[config.mk]
export PLATFORM = sky130hd
export DESIGN_NAME = ptWalker
export DESIGN_NICKNAME = d
export VERILOG_FILES = /design/src/rtl/ptwPkg.sv /design/src/rtl/ptwCtrl.sv /design/src/rtl/ptwDatapath.sv /design/src/rtl/ptWalker.sv
export SDC_FILE = /design/constraint.sdc
export NUM_CORES = 1
export LEC_CHECK = 0
export ABC_CLOCK_PERIOD_IN_PS = 2400
export BUFFER_PORTS_ARGS = -buffer_cell sky130_fd_sc_hd__buf_2
export CAP_MARGIN = 40
export CORE_MARGIN = 8
export CORE_UTILIZATION = 40
export CTS_BUF_LIST = sky130_fd_sc_hd__clkbuf_2
export CTS_CLUSTER_DIAMETER = 60
export CTS_CLUSTER_SIZE = 28
export DETAILED_ROUTE_END_ITERATION = 8
export GPL_TIMING_DRIVEN = 0
export PLACE_DENSITY = 0.74
export SYNTH_ARGS = -nofsm -noshare
export SYNTH_HDL_FRONTEND = slang
export SYNTH_SLANG_ARGS = --single-unit
[constraint.sdc]
create_clock -name clk -period 2.4 [get_ports clk]
set_clock_uncertainty 0.05 [all_clocks]
set_input_delay 0.48 -clock clk [delete_from_list [all_inputs] [get_ports clk]]
set_output_delay 0.48 -clock clk [all_outputs]
set_load 0.02 [all_outputs]
[src/rtl/ptwPkg.sv]
`timescale 1ns/1ps
package ptwPkg;
  localparam int VA_W      = 48;
  localparam int OFF_W     = 12;
  localparam int IDX_W     = 9;
  localparam int LEVELS    = 4;
  localparam int FRAME_W   = 40;
  localparam int ENTRY_W   = 64;
  localparam int PA_W      = FRAME_W + OFF_W;
  localparam int LVL_W     = $clog2(LEVELS);
  localparam int LVLOUT_W  = $clog2(LEVELS + 1);
  localparam int ESHIFT_W  = OFF_W - IDX_W;
  localparam int FRAME_LSB = OFF_W;
  localparam int BIT_PRESENT = 0;
  localparam int BIT_WRITE   = 1;
  localparam int BIT_USER    = 2;
  localparam int BIT_BIG     = 7;

  typedef enum logic [1:0] {
    CAUSE_ABSENT   = 2'd0,
    CAUSE_READONLY = 2'd1,
    CAUSE_PRIV     = 2'd2,
    CAUSE_BIGPAGE  = 2'd3
  } causeT;

  typedef struct packed {
    logic loadReq;
    logic stepDown;
    logic latchFault;
    logic latchDone;
  } strobeT;
endpackage

[src/rtl/ptwCtrl.sv]
`timescale 1ns/1ps
module ptwCtrl import ptwPkg::*; (
  input  logic   clk,
  input  logic   rstN,
  input  logic   reqValid,
  input  logic   memReqReady,
  input  logic   memRdValid,
  input  logic   entryFault,
  input  logic   lastLevel,
  output logic   reqReady,
  output logic   memReqValid,
  output logic   rspValid,
  output strobeT strobe
);
  typedef enum logic [1:0] {S_IDLE, S_ISSUE, S_WAIT, S_RESP} stateT;
  stateT state, stateNext;
  logic [LVLOUT_W-1:0] readCnt;

  assign reqReady    = (state == S_IDLE);
  assign memReqValid = (state == S_ISSUE);
  assign rspValid    = (state == S_RESP);

  always_comb begin
    strobe    = '0;
    stateNext = state;
    case (state)
      S_IDLE: if (reqValid) begin
        strobe.loadReq = 1'b1;
        stateNext      = S_ISSUE;
      end
      S_ISSUE: if (memReqReady) stateNext = S_WAIT;
      S_WAIT: if (memRdValid) begin
        if (entryFault) begin
          strobe.latchFault = 1'b1;
          stateNext         = S_RESP;
        end else if (lastLevel) begin
          strobe.latchDone = 1'b1;
          stateNext        = S_RESP;
        end else begin
          strobe.stepDown = 1'b1;
          stateNext       = S_ISSUE;
        end
      end
      default: stateNext = S_IDLE;
    endcase
  end

  always_ff @(posedge clk) begin
    if (!rstN) begin
      state   <= S_IDLE;
      readCnt <= '0;
    end else begin
      state <= stateNext;
      if (strobe.loadReq) readCnt <= '0;
      else if (memReqValid && memReqReady) readCnt <= readCnt + 1'b1;
    end
  end

  assert_busy_after_accept_R2: assert property (@(posedge clk) disable iff (!rstN)
    (reqValid && reqReady) |=> !reqReady);
  assert_req_held_R5: assert property (@(posedge clk) disable iff (!rstN)
    (memReqValid && !memReqReady) |=> memReqValid);
  assert_read_bound_R5: assert property (@(posedge clk) disable iff (!rstN)
    memReqValid |-> (readCnt < LVLOUT_W'(LEVELS)));
  assert_full_walk_R6: assert property (@(posedge clk) disable iff (!rstN)
    strobe.latchDone |-> (readCnt == LVLOUT_W'(LEVELS)));
  assert_single_pulse_R12: assert property (@(posedge clk) disable iff (!rstN)
    rspValid |=> !rspValid);
endmodule

[src/rtl/ptwDatapath.sv]
`timescale 1ns/1ps
module ptwDatapath import ptwPkg::*; (
  input  logic               clk,
  input  logic               rstN,
  input  strobeT             strobe,
  input  logic               rootWe,
  input  logic [FRAME_W-1:0] rootFrame,
  input  logic [VA_W-1:0]    reqVaddr,
  input  logic               reqWrite,
  input  logic               reqUser,
  input  logic [ENTRY_W-1:0] memRdData,
  output logic [PA_W-1:0]    memAddr,
  output logic               entryFault,
  output logic               lastLevel,
  output logic               rspFault,
  output logic [1:0]         rspCause,
  output logic [LVLOUT_W-1:0] rspLevel,
  output logic [PA_W-1:0]    rspPaddr
);
  logic [FRAME_W-1:0] rootReg, baseReg;
  logic [VA_W-1:0]    vaReg;
  logic               wrReg, usrReg;
  logic [LVL_W-1:0]   lvlReg;
  logic [IDX_W-1:0]   levelIdx [LEVELS];
  causeT              entryCause, causeReg;
  logic [FRAME_W-1:0] entryFrame;

  genvar g;
  generate
    for (g = 0; g < LEVELS; g++) begin : gIdx
      assign levelIdx[g] = vaReg[OFF_W + IDX_W*g +: IDX_W];
    end
  endgenerate

  assign memAddr    = {baseReg, levelIdx[lvlReg], {ESHIFT_W{1'b0}}};
  assign lastLevel  = (lvlReg == '0);
  assign entryFrame = memRdData[FRAME_LSB +: FRAME_W];
  assign rspCause   = causeReg;

  always_comb begin
    entryFault = 1'b1;
    entryCause = CAUSE_ABSENT;
    if (!memRdData[BIT_PRESENT])                  entryCause = CAUSE_ABSENT;
    else if (wrReg && !memRdData[BIT_WRITE])      entryCause = CAUSE_READONLY;
    else if (usrReg && !memRdData[BIT_USER])      entryCause = CAUSE_PRIV;
    else if (memRdData[BIT_BIG])                  entryCause = CAUSE_BIGPAGE;
    else                                          entryFault = 1'b0;
  end

  always_ff @(posedge clk) begin
    if (!rstN) begin
      rootReg  <= '0;
      baseReg  <= '0;
      vaReg    <= '0;
      wrReg    <= 1'b0;
      usrReg   <= 1'b0;
      lvlReg   <= '0;
      rspFault <= 1'b0;
      causeReg <= CAUSE_ABSENT;
      rspLevel <= '0;
      rspPaddr <= '0;
    end else begin
      if (rootWe) rootReg <= rootFrame;
      if (strobe.loadReq) begin
        vaReg   <= reqVaddr;
        wrReg   <= reqWrite;
        usrReg  <= reqUser;
        baseReg <= rootReg;
        lvlReg  <= LVL_W'(LEVELS - 1);
      end
      if (strobe.stepDown) begin
        baseReg <= entryFrame;
        lvlReg  <= lvlReg - 1'b1;
      end
      if (strobe.latchFault) begin
        rspFault <= 1'b1;
        causeReg <= entryCause;
        rspLevel <= LVLOUT_W'(lvlReg) + 1'b1;
        rspPaddr <= '0;
      end
      if (strobe.latchDone) begin
        rspFault <= 1'b0;
        causeReg <= CAUSE_ABSENT;
        rspLevel <= '0;
        rspPaddr <= {entryFrame, vaReg[OFF_W-1:0]};
      end
    end
  end

  assert_stepdown_not_last_R4: assert property (@(posedge clk) disable iff (!rstN)
    strobe.stepDown |-> !lastLevel);
  assert_fault_level_R7: assert property (@(posedge clk) disable iff (!rstN)
    strobe.latchFault |=> (rspFault && rspLevel >= 1 && rspLevel <= LVLOUT_W'(LEVELS) && rspPaddr == '0));
  assert_done_clean_R6: assert property (@(posedge clk) disable iff (!rstN)
    strobe.latchDone |=> (!rspFault && rspLevel == '0));
endmodule

[src/rtl/ptWalker.sv]
`timescale 1ns/1ps
module ptWalker import ptwPkg::*; (
  input  logic                clk,
  input  logic                rstN,
  input  logic                rootWe,
  input  logic [FRAME_W-1:0]  rootFrame,
  input  logic                reqValid,
  output logic                reqReady,
  input  logic [VA_W-1:0]     reqVaddr,
  input  logic                reqWrite,
  input  logic                reqUser,
  output logic                memReqValid,
  input  logic                memReqReady,
  output logic [PA_W-1:0]     memAddr,
  input  logic                memRdValid,
  input  logic [ENTRY_W-1:0]  memRdData,
  output logic                rspValid,
  output logic                rspFault,
  output logic [1:0]          rspCause,
  output logic [LVLOUT_W-1:0] rspLevel,
  output logic [PA_W-1:0]     rspPaddr
);
  strobeT strobe;
  logic   entryFault, lastLevel;

  ptwCtrl uCtrl (
    .clk(clk), .rstN(rstN), .reqValid(reqValid), .memReqReady(memReqReady),
    .memRdValid(memRdValid), .entryFault(entryFault), .lastLevel(lastLevel),
    .reqReady(reqReady), .memReqValid(memReqValid), .rspValid(rspValid),
    .strobe(strobe)
  );

  ptwDatapath uData (
    .clk(clk), .rstN(rstN), .strobe(strobe), .rootWe(rootWe), .rootFrame(rootFrame),
    .reqVaddr(reqVaddr), .reqWrite(reqWrite), .reqUser(reqUser), .memRdData(memRdData),
    .memAddr(memAddr), .entryFault(entryFault), .lastLevel(lastLevel),
    .rspFault(rspFault), .rspCause(rspCause), .rspLevel(rspLevel), .rspPaddr(rspPaddr)
  );

  assert_addr_stable_R5: assert property (@(posedge clk) disable iff (!rstN)
    (memReqValid && !memReqReady) |=> $stable(memAddr));
endmodule

[Yosys cells after proc, flatten, opt, wreduce, memory -nomap -nowiden]
Cells that the tools add are included.
Storage, ports and cells
  bits in registers: 192
  bits in latches: 0
  memory bits (writable): 0
  ROM bits: 0
  output and inout bits: 113
  logic and storage cells: 64
  memories: 0
Operators by class
  $add $sub $neg: 2
  $mul: 0
  div/mod/pow operators: 0
  magnitude comparators: 1
  eq/ne operators: 6
  shift operators: 0
  multiplexer cells: 32
  bitwise gates (word level): 2
  reductions and logical operators: 10
Operators with widths (number)
  52-bit 2-to-1 mux: 2
  40-bit 2-to-1 mux: 2
  2-bit 2-to-1 mux: 11
  9-bit binary-select mux with 2-bit select: 1
  9-bit 2-to-1 mux: 2
  1-bit 2-to-1 mux: 11
  3-bit 2-to-1 mux: 2
  2-bit case mux with 3 select lines: 1
  2-bit equality test (second input constant): 2
  2-bit zero test: 2
  2-bit != test (second input constant): 2
  2-bit nonzero test: 2
  2-bit by 1-bit adder with 3-bit output (second input constant): 1
  3-bit greater-or-equal comparator (second input constant): 1
  2-bit NOT with 3-bit output: 1
  3-bit AND reduction: 1
  2-bit by 1-bit equality test with 1-bit output (second input constant): 1
  1-bit logical AND: 2
  1-bit zero test: 2
  2-bit by 1-bit != test with 1-bit output (second input constant): 1
  2-bit OR reduction: 1
  2-bit by 1-bit subtractor with 2-bit output (second input constant): 1
  1-bit NOT: 1

[Logic depth before layout (Yosys ltp)]
Gate-level depths: netlist (run 1).
  word-level depth: 10
  gate-level depth with buffers: 9
  depth with buffers taken out: 6

[By module]
A second synthesis (run 1) with hierarchy kept.
Unflattened totals
  cells, all modules: 813
  area total of the unflattened synthesis: 8147.8 um^2
By module, submodules not included
  ptwDatapath: times used 1, cells an instance 796, area each 8002.7 um^2
  ptwCtrl: times used 1, cells an instance 17, area each 145.1 um^2

[Worst setup path after synthesis (run 1)]
Ideal clock, no wire load.
  path kind: reg2reg
  start point: reg uData.lvlReg[0]
  end point: reg uData.baseReg[27]
  library setup time: 0.091 ns
  arrival: 1.934 ns
  required time: 2.259 ns
  path slack: 0.325 ns
  cell stages (with the launch flop): 10
  period minus slack after synthesis: 2.075 ns
  cells stage by stage: dfxtp_1 -> buf_2 -> inv_1 -> ha_1 -> nor2_1 -> nand4_2 -> or2_1 -> buf_2 -> buf_6 -> a311oi_1
On the way
  word-level cells in the longest chain between the ends: 6
RTL lines
  start, declared: line ptwDatapath.sv:23  | logic [LVL_W-1:0] lvlReg;
  start signal, assigned: line ptwDatapath.sv:69  | lvlReg <= LVL_W'(LEVELS - 1);
  start signal, assigned: line ptwDatapath.sv:73  | lvlReg <= lvlReg - 1'b1;
  2-bit zero test *: line ptwDatapath.sv:36  | assign lastLevel = (lvlReg == '0);
  1-bit 2-to-1 mux *: line ptwCtrl.sv:36  | end else if (lastLevel) begin
  1-bit 2-to-1 mux *: line ptwCtrl.sv:33  | if (entryFault) begin
  3-bit 2-to-1 mux *: line ptwCtrl.sv:32  | S_WAIT: if (memRdValid) begin
  3-bit 2-to-1 mux *: line ptwCtrl.sv:26  | case (state)
  40-bit 2-to-1 mux / 2-bit nonzero test (equally long branches)
  end signal, assigned: line ptwDatapath.sv:68  | baseReg <= rootReg;
  end signal, assigned: line ptwDatapath.sv:72  | baseReg <= entryFrame;
  end, declared: line ptwDatapath.sv:20  | logic [FRAME_W-1:0] rootReg, baseReg;
Every way passes the cells marked *; elsewhere a longest branch is shown, timed or not.
A chain may end at the register's enable or synchronous reset.

[Final worst setup path (run 1)]
  start point: reg uData.lvlReg[0]
  end point: out memAddr[8]
On the way
  word-level cells in the longest chain between the ends: 4
RTL lines
  2-bit NOT with 3-bit output (implied by the code): line ptwDatapath.sv:35  | assign memAddr = {baseReg, levelIdx[lvlReg], {ESHIFT_W{1'b0}}};
  9-bit binary-select mux with 2-bit select: line ptwDatapath.sv:35
  9-bit 2-to-1 mux (implied by the code) (2 in series): line ptwDatapath.sv:35
  end, declared: line ptWalker.sv:14  | output logic [PA_W-1:0] memAddr,
Every way passes these cells. The select of a mux whose other input is x is not followed.

==> impl_results.md, run 1 <==
* Slew headroom at 0.527
* Avg Cell Area, Syn at 8.53 um2
* Critical path startpoint category: register
* Synth Area in Compound Gates at 0.164
* Cts bufs inserted at 17
* Metal2 WL at 13500 um
* Final Hold Fails at 0
* CTS Root Cell: clkbuf_2
* # fillers at 1658
* All-Layer GR Usage at 0.237
* Post-Route WL at 28600 um
* CP required at 1870 ps
* Post-Syn Area at 7560 um2
* FFs w/ async S/R, synth at 0
* Area Growth Syn to Fin at 42.5%
* Nets at 1453
* Sequential share of the synthesized area at 0.509
* Mux share of post-synthesis cell area at 0.0798
* Status: finished with violations
* Worst setup EP type: output port
* Adder-cell share of the synthesized area at 0.00331
* DR pass1 iterations at 5
* Final cell count without fillers at 1547
* Syn. warnings at 0
* Final Util at 0.578
* Synthesized-area fraction occupied by and/or/nand/nor cells at 0.187
* Chip width at 153 um
* Flops & latches, synth at 192
* Remaining global-route overflow at 0
* Row count at 50
* CP max FO at 9
* Kind of critical path: register to output port
* First-pass GRT wire length at 44300 um
* Remaining DRCs at 0
* HPWL reported at the end of detailed placement at 19100 um
* Worst VDD drop at 0.332 mV
* Vias in the first global route at 8295
* Failing checks: negative setup slack
* Synth Instances at 886
* Final ANT Viol Nets at 0
* IO Pins at 273
* PnR worst setup slack at -107 ps
* Top FF cell, synth: dfxtp_1
* Cell leakage power at 4.68 nW
* Max Cap Viol at 0
* CTS sink count at 192
* Pre-CTS setup slack at -117 ps
* Netlist cell types at 37
* Met3 wire length at 2250 um
* FMAX at 399 MHz
* Max Root-Sink Buffers at 2
* CTS tree: yes
* Via density at 5.28
* Worst-Margin Slew at 710 ps
* Worst path arrival time at 1980 ps
* Clock-pin slew on the worst setup and hold paths at 250 ps
* Power, Total at 6.19 mW
* Max-slew violations at 0
* Max layer used: met4
* Largest net degree at the start of global routing at 17
* Met1 WL at 11200 um
* Setup violators final at 9
* Worst hold path type: primary input to register
* Final critical-path share of the clock period at 1.04
* Dpl cells at 1370
* H-tree levels at 4
* Commonest cells after routing, fill and taps aside: nand2_1, buf_2, dfxtp_1
* Share of cells above drive strength 1 at 0.249
* Initial antenna violation count at 5
* Die height at 153 um
* Clk Latency, worst-skew pair at 750 ps
* Core Footprint at 18600 um2
* Die ar. at 23600 um2
* Initial DRC Count at 567
* Port Buf Inserts at 248
* Fin crit period at 2510 ps
* RSZ-0062 raised after global routing: yes
* Initial Util at 0.405
* Post-synthesis xor/xnor area fraction at 0
* WL per Instance at 18.5 um
* Gpl congestion at 0.842
* Largest family of logic cells by synthesized area: simple AND/OR/NAND/NOR gates
* Cell Pwr Density at 574 nW/um2
* Most common cell after layout, fill and taps aside: nand2_1
* Via count at 8165
* Post-synth EDFFs at 0
* Final setup TNS at -717 ps
## power breakdown
part           internal (mW)  leakage, nW  switching [mW]
Sequential              3.34         1.57          0.0808
Combinational          0.485         2.97           0.614
Clock                  0.573        0.146            1.10
## metrics by stage
step,instance area [um2],hold slack [ps]
after floorplan,7570,383
after global placement,9100,390
after detailed placement,9100,396
after CTS,10700,48.8
after global routing,10800,69.8
final,10800,110
## worst max-delay path: stages (launching register included)
cell	delay, ps
dfxtp_4	410
buf_12	140
mux4_2	520
buf_2	180
## cells by family (layout without fill, tap and decap cells)
family          count (synthesis)  count (layout)
compound gates                195             195
fa+ha+maj                       2               2
buf+inv                        87             503
flops                         192             192
mux                            49              49
other cells                     1              12
simple gates                  360             360
## final timing paths
kind | startpoint | to | slack [ps] | cells past startpoint
setup / recovery | uData.lvlReg[0] | memAddr[8] | -110 | 3
hold / removal | memRdData[7] | uData.rspCause[0] | 110 | 4
setup reg to reg | uData.lvlReg[0] | uData.lvlReg[0] | 150 | 10
hold reg to reg | uData.vaReg[2] | uData.vaReg[2] | 420 | 2
## registers in the layout (all words and copies together), names as in the netlist, 2 cells and up
signal and cells:
uData.vaReg 48, uData.baseReg 40, uData.lvlReg 2, uData.rspLevel 3, uData.rspPaddr 52, uData.rspCause 2, uCtrl.state 2, uData.rootReg 40
## per-layer routing
layer | vias to the layer above | GRT usage
met5 | - | 0
met4 | 0 | 0.155
met2 | 403 | 0.385
li1 | 3846 | -
met1 | 3795 | 0.269
met3 | 121 | 0.0668
## synthesized netlist by cell type (all sizes together), types with 2 or more instances
| cell type | n | area share |
|---|---|---|
| a31oi | 36 | 0.030 |
| o32ai | 3 | 0.0035 |
| inv | 5 | 0.0025 |
| nor3 | 6 | 0.0040 |
| nand2b | 4 | 0.0033 |
| clkbuf | 47 | 0.023 |
| mux2i | 40 | 0.053 |
| nor2 | 43 | 0.021 |
| dfxtp | 192 | 0.51 |
| o21ai | 4 | 0.0026 |
| and2b | 2 | 0.0022 |
| o22ai | 53 | 0.044 |
| a21oi | 54 | 0.036 |
| and2 | 3 | 0.0026 |
| a311oi | 6 | 0.0094 |
| o31ai | 36 | 0.036 |
| mux4 | 9 | 0.027 |
| ha | 2 | 0.0033 |
| buf | 35 | 0.031 |
| nand2 | 297 | 0.15 |
## area by class of cell
class	instances	area [um2]	share of cell area
clock inverters	13	144	0.0134
plain buffers	82	432	0.0401
multi-input cells	609	3300	0.306
repair buffers	384	2620	0.243
flip-flops and latches	192	3850	0.357
diodes	9	22.5	0.00209
clock buffers	19	95.1	0.00883
inverters	5	18.8	0.00174
well taps	234	293	0.0272
## repair_timing
| action | in CTS | in global routing |
|---|---|---|
| setup endpoints to repair | 100 | 11 |
| resized for setup | 11 | 5 |
| hold buffers | 134 | 0 |
| buffers inserted | 2 | 0 |
| hold endpoints to repair | 170 | 0 |
Power figures use the tool's default switching activity.
==> run 2, diff against run 1 <==
- PLACE_DENSITY: 0.74 -> 0.77
==> run 2 against run 1 <==
  * The flow still finishes with violations (negative setup slack)
  * Flip-flop and latch count did not move
  * Via count rose by 1.3%
  * Sequential share of layout area fell by 0.19 points
  * Critical path depth did not move
  * First-iteration DRC count rose by 10%
  * Worst setup slack got worse by 24 ps
  * Global-route usage rose by 0.37 points
  * Register-to-register slack got worse by 80 ps
  * Routed wire length rose by 3.4%
  * Fmax fell by 0.95%
  * Count of clock-buffer cells in the layout fell by 2
  * Largest cell class unchanged
  * Highest routed layer unchanged
==> impl_results.md, run 2 (synthesized netlist as in run 1, its figures left out) <==
* R2R Setup Slk at 70 ps (-80 ps)
* Worst r2r path cells at 10 (unchanged)
* Most flop-heavy register: uData.rspPaddr
* Max Cap Viol at 0 (unchanged)
* Setup violators final at 9 (unchanged)
* Met2 global-route usage at 0.399 (+0.0144)
* Global-route met1 utilization at 0.273 (+0.00423)
* Fin crit period at 2530 ps (+24.0 ps)
* Max Root-Sink Buffers at 2 (unchanged)
* CTS sink count at 192 (unchanged)
* CP max FO at 3 (-6)
* Critical R2R Launch: uData.lvlReg[0]
* CP peak stage delay at 540 ps (+20 ps)
* CP required at 1870 ps (about the same)
* Area of the multi-input gates at 3300 um2 (about the same)
* Clock-pin slew on the worst setup and hold paths at 250 ps (about the same)
* Share of cells above drive strength 1 at 0.251 (+0.00211)
* Initial Util at 0.405 (unchanged)
* Setup crit end: memAddr[11]
* Reg area at 3850 um2 (unchanged)
* Core Footprint at 18600 um2 (unchanged)
* Worst hold path type: primary input to register
* Critical path's slowest cell: mux4_2
* Worst path arrival time at 2000 ps (+20 ps)
* Worst R2R End: uData.baseReg[27]
* WL per Instance at 19.2 um (+3.8%)
* FMAX at 395 MHz (-0.95%)
* Area Growth Syn to Fin at 43.3%
* Worst-Margin Slew at 772 ps (+61.7 ps)
* Chip width at 153 um (unchanged)
* IO Pins at 273 (unchanged)
* Die ar. at 23600 um2 (unchanged)
* Nets at 1454 (+0.069%)
* WP depth at 3 (unchanged)
* PnR worst setup slack at -131 ps (-24.0 ps)
* Buffer and inverter count on the worst path at 2 (unchanged)
* Port Buf Inserts at 248 (unchanged)
* DR pass1 iterations at 7 (+2)
* RSZ-0062 raised after global routing: yes
* All-Layer GR Usage at 0.240 (+0.00366)
* Die height at 153 um (unchanged)
* CTS Root Cell: clkbuf_2
* Failing checks: negative setup slack
* Largest registers: uData.rspPaddr (52), uData.vaReg (48)
* Initial antenna violation count at 2 (-3)
* Final critical-path share of the clock period at 1.05 (+0.0100)
* CP Launch Point: uData.lvlReg[0]
* H-tree levels at 4 (unchanged)
* Post-Route WL at 29600 um (+3.4%)
* Via density at 5.37 (+1.7%)
* Final ANT Viol Nets at 0 (unchanged)
* Clk Latency, worst-skew pair at 780 ps (+30 ps)
* Dpl cells at 1370 (unchanged)
* Critical path startpoint category: register
* Max reg flops at 52 (unchanged)
* Worst-path cell chain: buf_4 > mux4_2 > buf_6
* Remaining DRCs at 0 (unchanged)
* Worst setup EP type: output port
* Cell leakage power at 4.70 nW (+0.23%)
* Slew headroom at 0.485 (-0.0412)
* # fillers at 1590 (-4.1%)
* HP Start: memRdData[7]
* Final Hold Fails at 0 (unchanged)
* Via count at 8273 (+1.3%)
* Cell Pwr Density at 579 nW/um2 (+0.78%)
* Largest net degree at the start of global routing at 17 (unchanged)
* Final Util at 0.581 (+0.00309)
* Cts bufs inserted at 17 (unchanged)
* Most common cell after layout, fill and taps aside: nand2_1
* First-pass GRT wire length at 45100 um (+1.9%)
* Min Hold Slack at 122 ps (+12.3 ps)
* M3 GR Usage at 0.0634 (-0.00338)
* Critical path's top delay family: multiplexers
* Status: finished with violations
* Final cell count without fillers at 1541 (-0.39%)
* Max-slew violations at 0 (unchanged)
* Kind of critical path: register to output port
* CTS tree: yes
* Busiest layer in global routing: met2
* Remaining global-route overflow at 0 (unchanged)
* Worst VDD drop at 0.315 mV (-5.0%)
* HPWL reported at the end of detailed placement at 19400 um (+1.5%)
* Vias in the first global route at 8354 (+0.71%)
* Gpl congestion at 0.852 (+1.1%)
* Commonest cells after routing, fill and taps aside: nand2_1, buf_2, dfxtp_1
* Initial DRC Count at 626 (+10%)
* Row count at 50 (unchanged)
[run 2: what timing repair did]
item / 4_1_cts / 5_1_grt
hold endpoints to repair: 169 / 0
endpoints found under the setup margin: 104 / 55
gates resized for setup: 13 / 17
setup buffers: 2 / 0
gates cloned: 0 / 1
hold buffers: 134 / 0
[run 2: tightest hold or removal path, stage by stage]
cell and delay [ps]:
buf_2 110, o21ai_0 150, a21o_1 110, a21oi_1 50
[run 2: report_power, final]
part / internal (mW) / total [mW] / leakage [nW] / switching, mW
Sequential: 3.34 / 3.42 / 1.57 / 0.0842
Combinational: 0.505 / 1.13 / 2.99 / 0.630
Clock: 0.574 / 1.71 / 0.141 / 1.14
[run 2: how the worst min path moves through the flow]
stage	endpoint	slack, ps	cells after the start
3_3_place_gp	uData.vaReg[25]	390	2
2_1_floorplan	uData.vaReg[30]	380	2
3_5_place_dp	uData.vaReg[3]	400	2
4_1_cts	uData.rspCause[0]	30	4
5_1_grt	uData.rspCause[1]	80	4
6_report	uData.rspCause[0]	120	4
[run 2: layout make-up]
class | count | area share
Clock buffer | 17 | 0.00786
Sequential cell | 192 | 0.355
Buffer | 82 | 0.0399
Multi-Input combinational cell | 609 | 0.305
Tap cell | 234 | 0.0270
Clock inverter | 15 | 0.0155
Inverter | 5 | 0.00173
Timing Repair Buffer | 385 | 0.247
Antenna cell | 2 | 0.000462
[run 2: stage by stage]
step	power [mW]	cell area, um2	setup TNS, ps	setup WS, ps
floorplan	3.98	7570	0	325
global placement	4.33	9100	-8880	-177
detailed placement	4.36	9100	-14250	-244
CTS	6.24	10800	-1480	-180
global route	6.51	10800	-1860	-228
finish	6.27	10800	-982	-131
[run 2: layer usage]
| layer | up-vias | share of wire | routed length [um] |
|---|---|---|---|
| li1 | 3837 | - | - |
| met1 | 3918 | 0.40 | 11700 |
| met2 | 415 | 0.48 | 14100 |
| met3 | 103 | 0.074 | 2180 |
| met4 | 0 | 0.052 | 1530 |
| met5 | - | 0 | 0 |
==> run 3, diff against run 2 <==
- ABC_CLOCK_PERIOD_IN_PS: 2400 -> 3100
- clock period: 2.4 -> 3.1 ns (I/O delays scaled with it)
==> run 3 against run 2 <==
  * The flow now finishes without violations
  * Worst setup slack improved by 360 ps
  * Flip-flop and latch count unchanged
  * Core utilization decreased by 0.98 points
  * Cell area decreased by 1.7%
  * Clock power decreased by 23%
  * Routed wire length decreased by 2.7%
  * Combinational power decreased by 27%
  * Sequential share of layout area increased by 0.57 points
  * First-iteration DRC count decreased by 12%
==> impl_results.md, run 3 (synthesized netlist as in run 1, its figures left out) <==
* Hold endpoint: uData.vaReg[20]
* Final Hold Fails at 0 (unchanged)
* Slew headroom at 0.498 (+0.0121)
* Setup violators final at 0 (-9)
* Power, Total at 4.79 mW (-24%)
* DR pass1 iterations at 5 (-2)
* Largest registers: uData.rspPaddr (52), uData.vaReg (48)
* Die ar. at 23600 um2 (unchanged)
* Gpl congestion at 0.852 (unchanged)
* Cell leakage power at 4.63 nW (-1.3%)
* Fin crit period at 2870 ps
* Max Cap Viol at 0 (unchanged)
* Cell Pwr Density at 450 nW/um2 (-22%)
* FMAX at 348 MHz
* Postcts setup bufs at 0 (-2)
* Final ANT Viol Nets at 0 (unchanged)
* Largest net degree at the start of global routing at 17 (unchanged)
* Via count at 8160 (-1.4%)
* CP max FO at 10 (+7)
* # fillers at 1620 (+1.9%)
* Vias in the first global route at 8209 (-1.7%)
* DP Area at 9100 um2 (unchanged)
* Commonest cells after routing, fill and taps aside: nand2_1, buf_2, dfxtp_1
* Share of cells above drive strength 1 at 0.248 (-0.00288)
* Max Root-Sink Buffers at 2 (unchanged)
* Post-route cell area at 10600 um2 (-1.7%)
* Critical path startpoint category: register
* Most flop-heavy register: uData.rspPaddr
* Worst path arrival time at 2200 ps (+200 ps)
* Clk Latency, worst-skew pair at 780 ps (about the same)
* Post-Route WL at 28700 um (-2.7%)
* CTS sink count at 192 (unchanged)
* CP Launch Point: uData.lvlReg[1]
* H-tree levels at 4 (unchanged)
* CP required at 2430 ps (+560 ps)
* WL per Instance at 18.7 um (-2.3%)
* Worst setup EP type: output port
* Clock-pin slew on the worst setup and hold paths at 220 ps (-30 ps)
* Die height at 153 um (unchanged)
* Remaining DRCs at 0 (unchanged)
* Port Buf Inserts at 248 (unchanged)
* Hold Path Stages at 3 (-1)
* Via density at 5.32 (-0.92%)
* IO Pins at 273 (unchanged)
* Area Growth Syn to Fin at 40.9%
* CTS tree: yes
* Worst-path cell chain: clkbuf_1 > mux4_2 > buf_2
* Critical path's top delay family: buffers and inverters
* HP Start: reqVaddr[20]
* Row count at 50 (unchanged)
* Buffer and inverter count on the worst path at 2 (unchanged)
* RSZ-0062 raised after global routing: no
* R2R Setup Slk at 430 ps (+360 ps)
* Critical path's slowest cell: clkbuf_1
* Initial Util at 0.405 (unchanged)
* Worst R2R End: uData.baseReg[27]
* Max reg flops at 52 (unchanged)
* Worst hold path type: primary input to register
* All-Layer GR Usage at 0.236 (-0.00422)
* Worst-Margin Slew at 754 ps (-18.1 ps)
* CTS Root Cell: clkbuf_2
* Most common cell after layout, fill and taps aside: nand2_1
* Critical R2R Launch: uData.lvlReg[1]
* Worst r2r path cells at 9 (-1)
* HPWL reported at the end of detailed placement at 19400 um (unchanged)
* Chip width at 153 um (unchanged)
* Status: finished clean
* Kind of critical path: register to output port
* First-pass GRT wire length at 44300 um (-1.8%)
* Initial DRC Count at 551 (-12%)
* Final critical-path share of the clock period at 0.927
* Remaining global-route overflow at 0 (unchanged)
* Cts bufs inserted at 17 (unchanged)
* Max-slew violations at 0 (unchanged)
* Final Util at 0.571 (-0.00980)
* Core Footprint at 18600 um2 (unchanged)
* Worst VDD drop at 0.244 mV (-22%)
* Initial antenna violation count at 4 (+2)
* Final setup TNS at 0 ps (+982 ps)
* CP peak stage delay at 470 ps (-70 ps)
* Nets at 1445 (-0.62%)
[run 3: metrics by stage]
step           hold slack, ps  std cells  setup slack (ps)
2_1_floorplan             383        888              1020
3_3_place_gp              390       1370               523
3_5_place_dp              397       1370               456
4_1_cts                  5.34       1530              87.4
5_1_grt                  15.8       1533              70.3
6_report                 81.0       1534               227
[run 3: timing repair]
action | in CTS | in global routing
endpoints found under the setup margin | 0 | 2
resized for setup | 0 | 1
hold buffers | 128 | 0
hold endpoints to repair | 128 | 0
[run 3: worst max path at each step]
stage | end | cells past startpoint
2_1_floorplan | uData.baseReg[27] | 9
3_3_place_gp | uData.baseReg[27] | 9
3_5_place_dp | uData.baseReg[27] | 9
4_1_cts | memAddr[9] | 3
5_1_grt | memAddr[6] | 3
6_report | memAddr[6] | 3
[run 3: power by group]
| group | total, mW | switching (mW) | internal [mW] |
|---|---|---|---|
| logic | 0.830 | 0.473 | 0.357 |
| clock network | 1.32 | 0.874 | 0.444 |
| registers | 2.65 | 0.0629 | 2.58 |
| total | 4.79 | 1.41 | 3.38 |
[run 3: worst min-delay path, delay by kind of cell]
| kind | cells | cell delay (ps) |
|---|---|---|
| buf+inv | 1 | 100 |
| compound gates | 1 | 60 |
| simple gates | 1 | 60 |
[run 3: layout make-up]
class	instances	area (um2)	share of cell area
Antenna cell	4	10.0	0.000940
Clock buffer	17	85.1	0.00799
Sequential cell	192	3840	0.361
Buffer	82	415	0.0390
Multi-Input combinational cell	609	3290	0.309
Timing Repair Buffer	376	2520	0.237
Inverter	5	18.8	0.00176
Tap cell	234	293	0.0275
Clock inverter	15	168	0.0157
[run 3: metal layers]
metal	vias to the layer above	track usage	share of wire
met5	-	0	0.00038
met4	2	0.144	0.053
met3	107	0.0609	0.072
met2	383	0.393	0.48
met1	3843	0.268	0.40
li1	3825	-	-
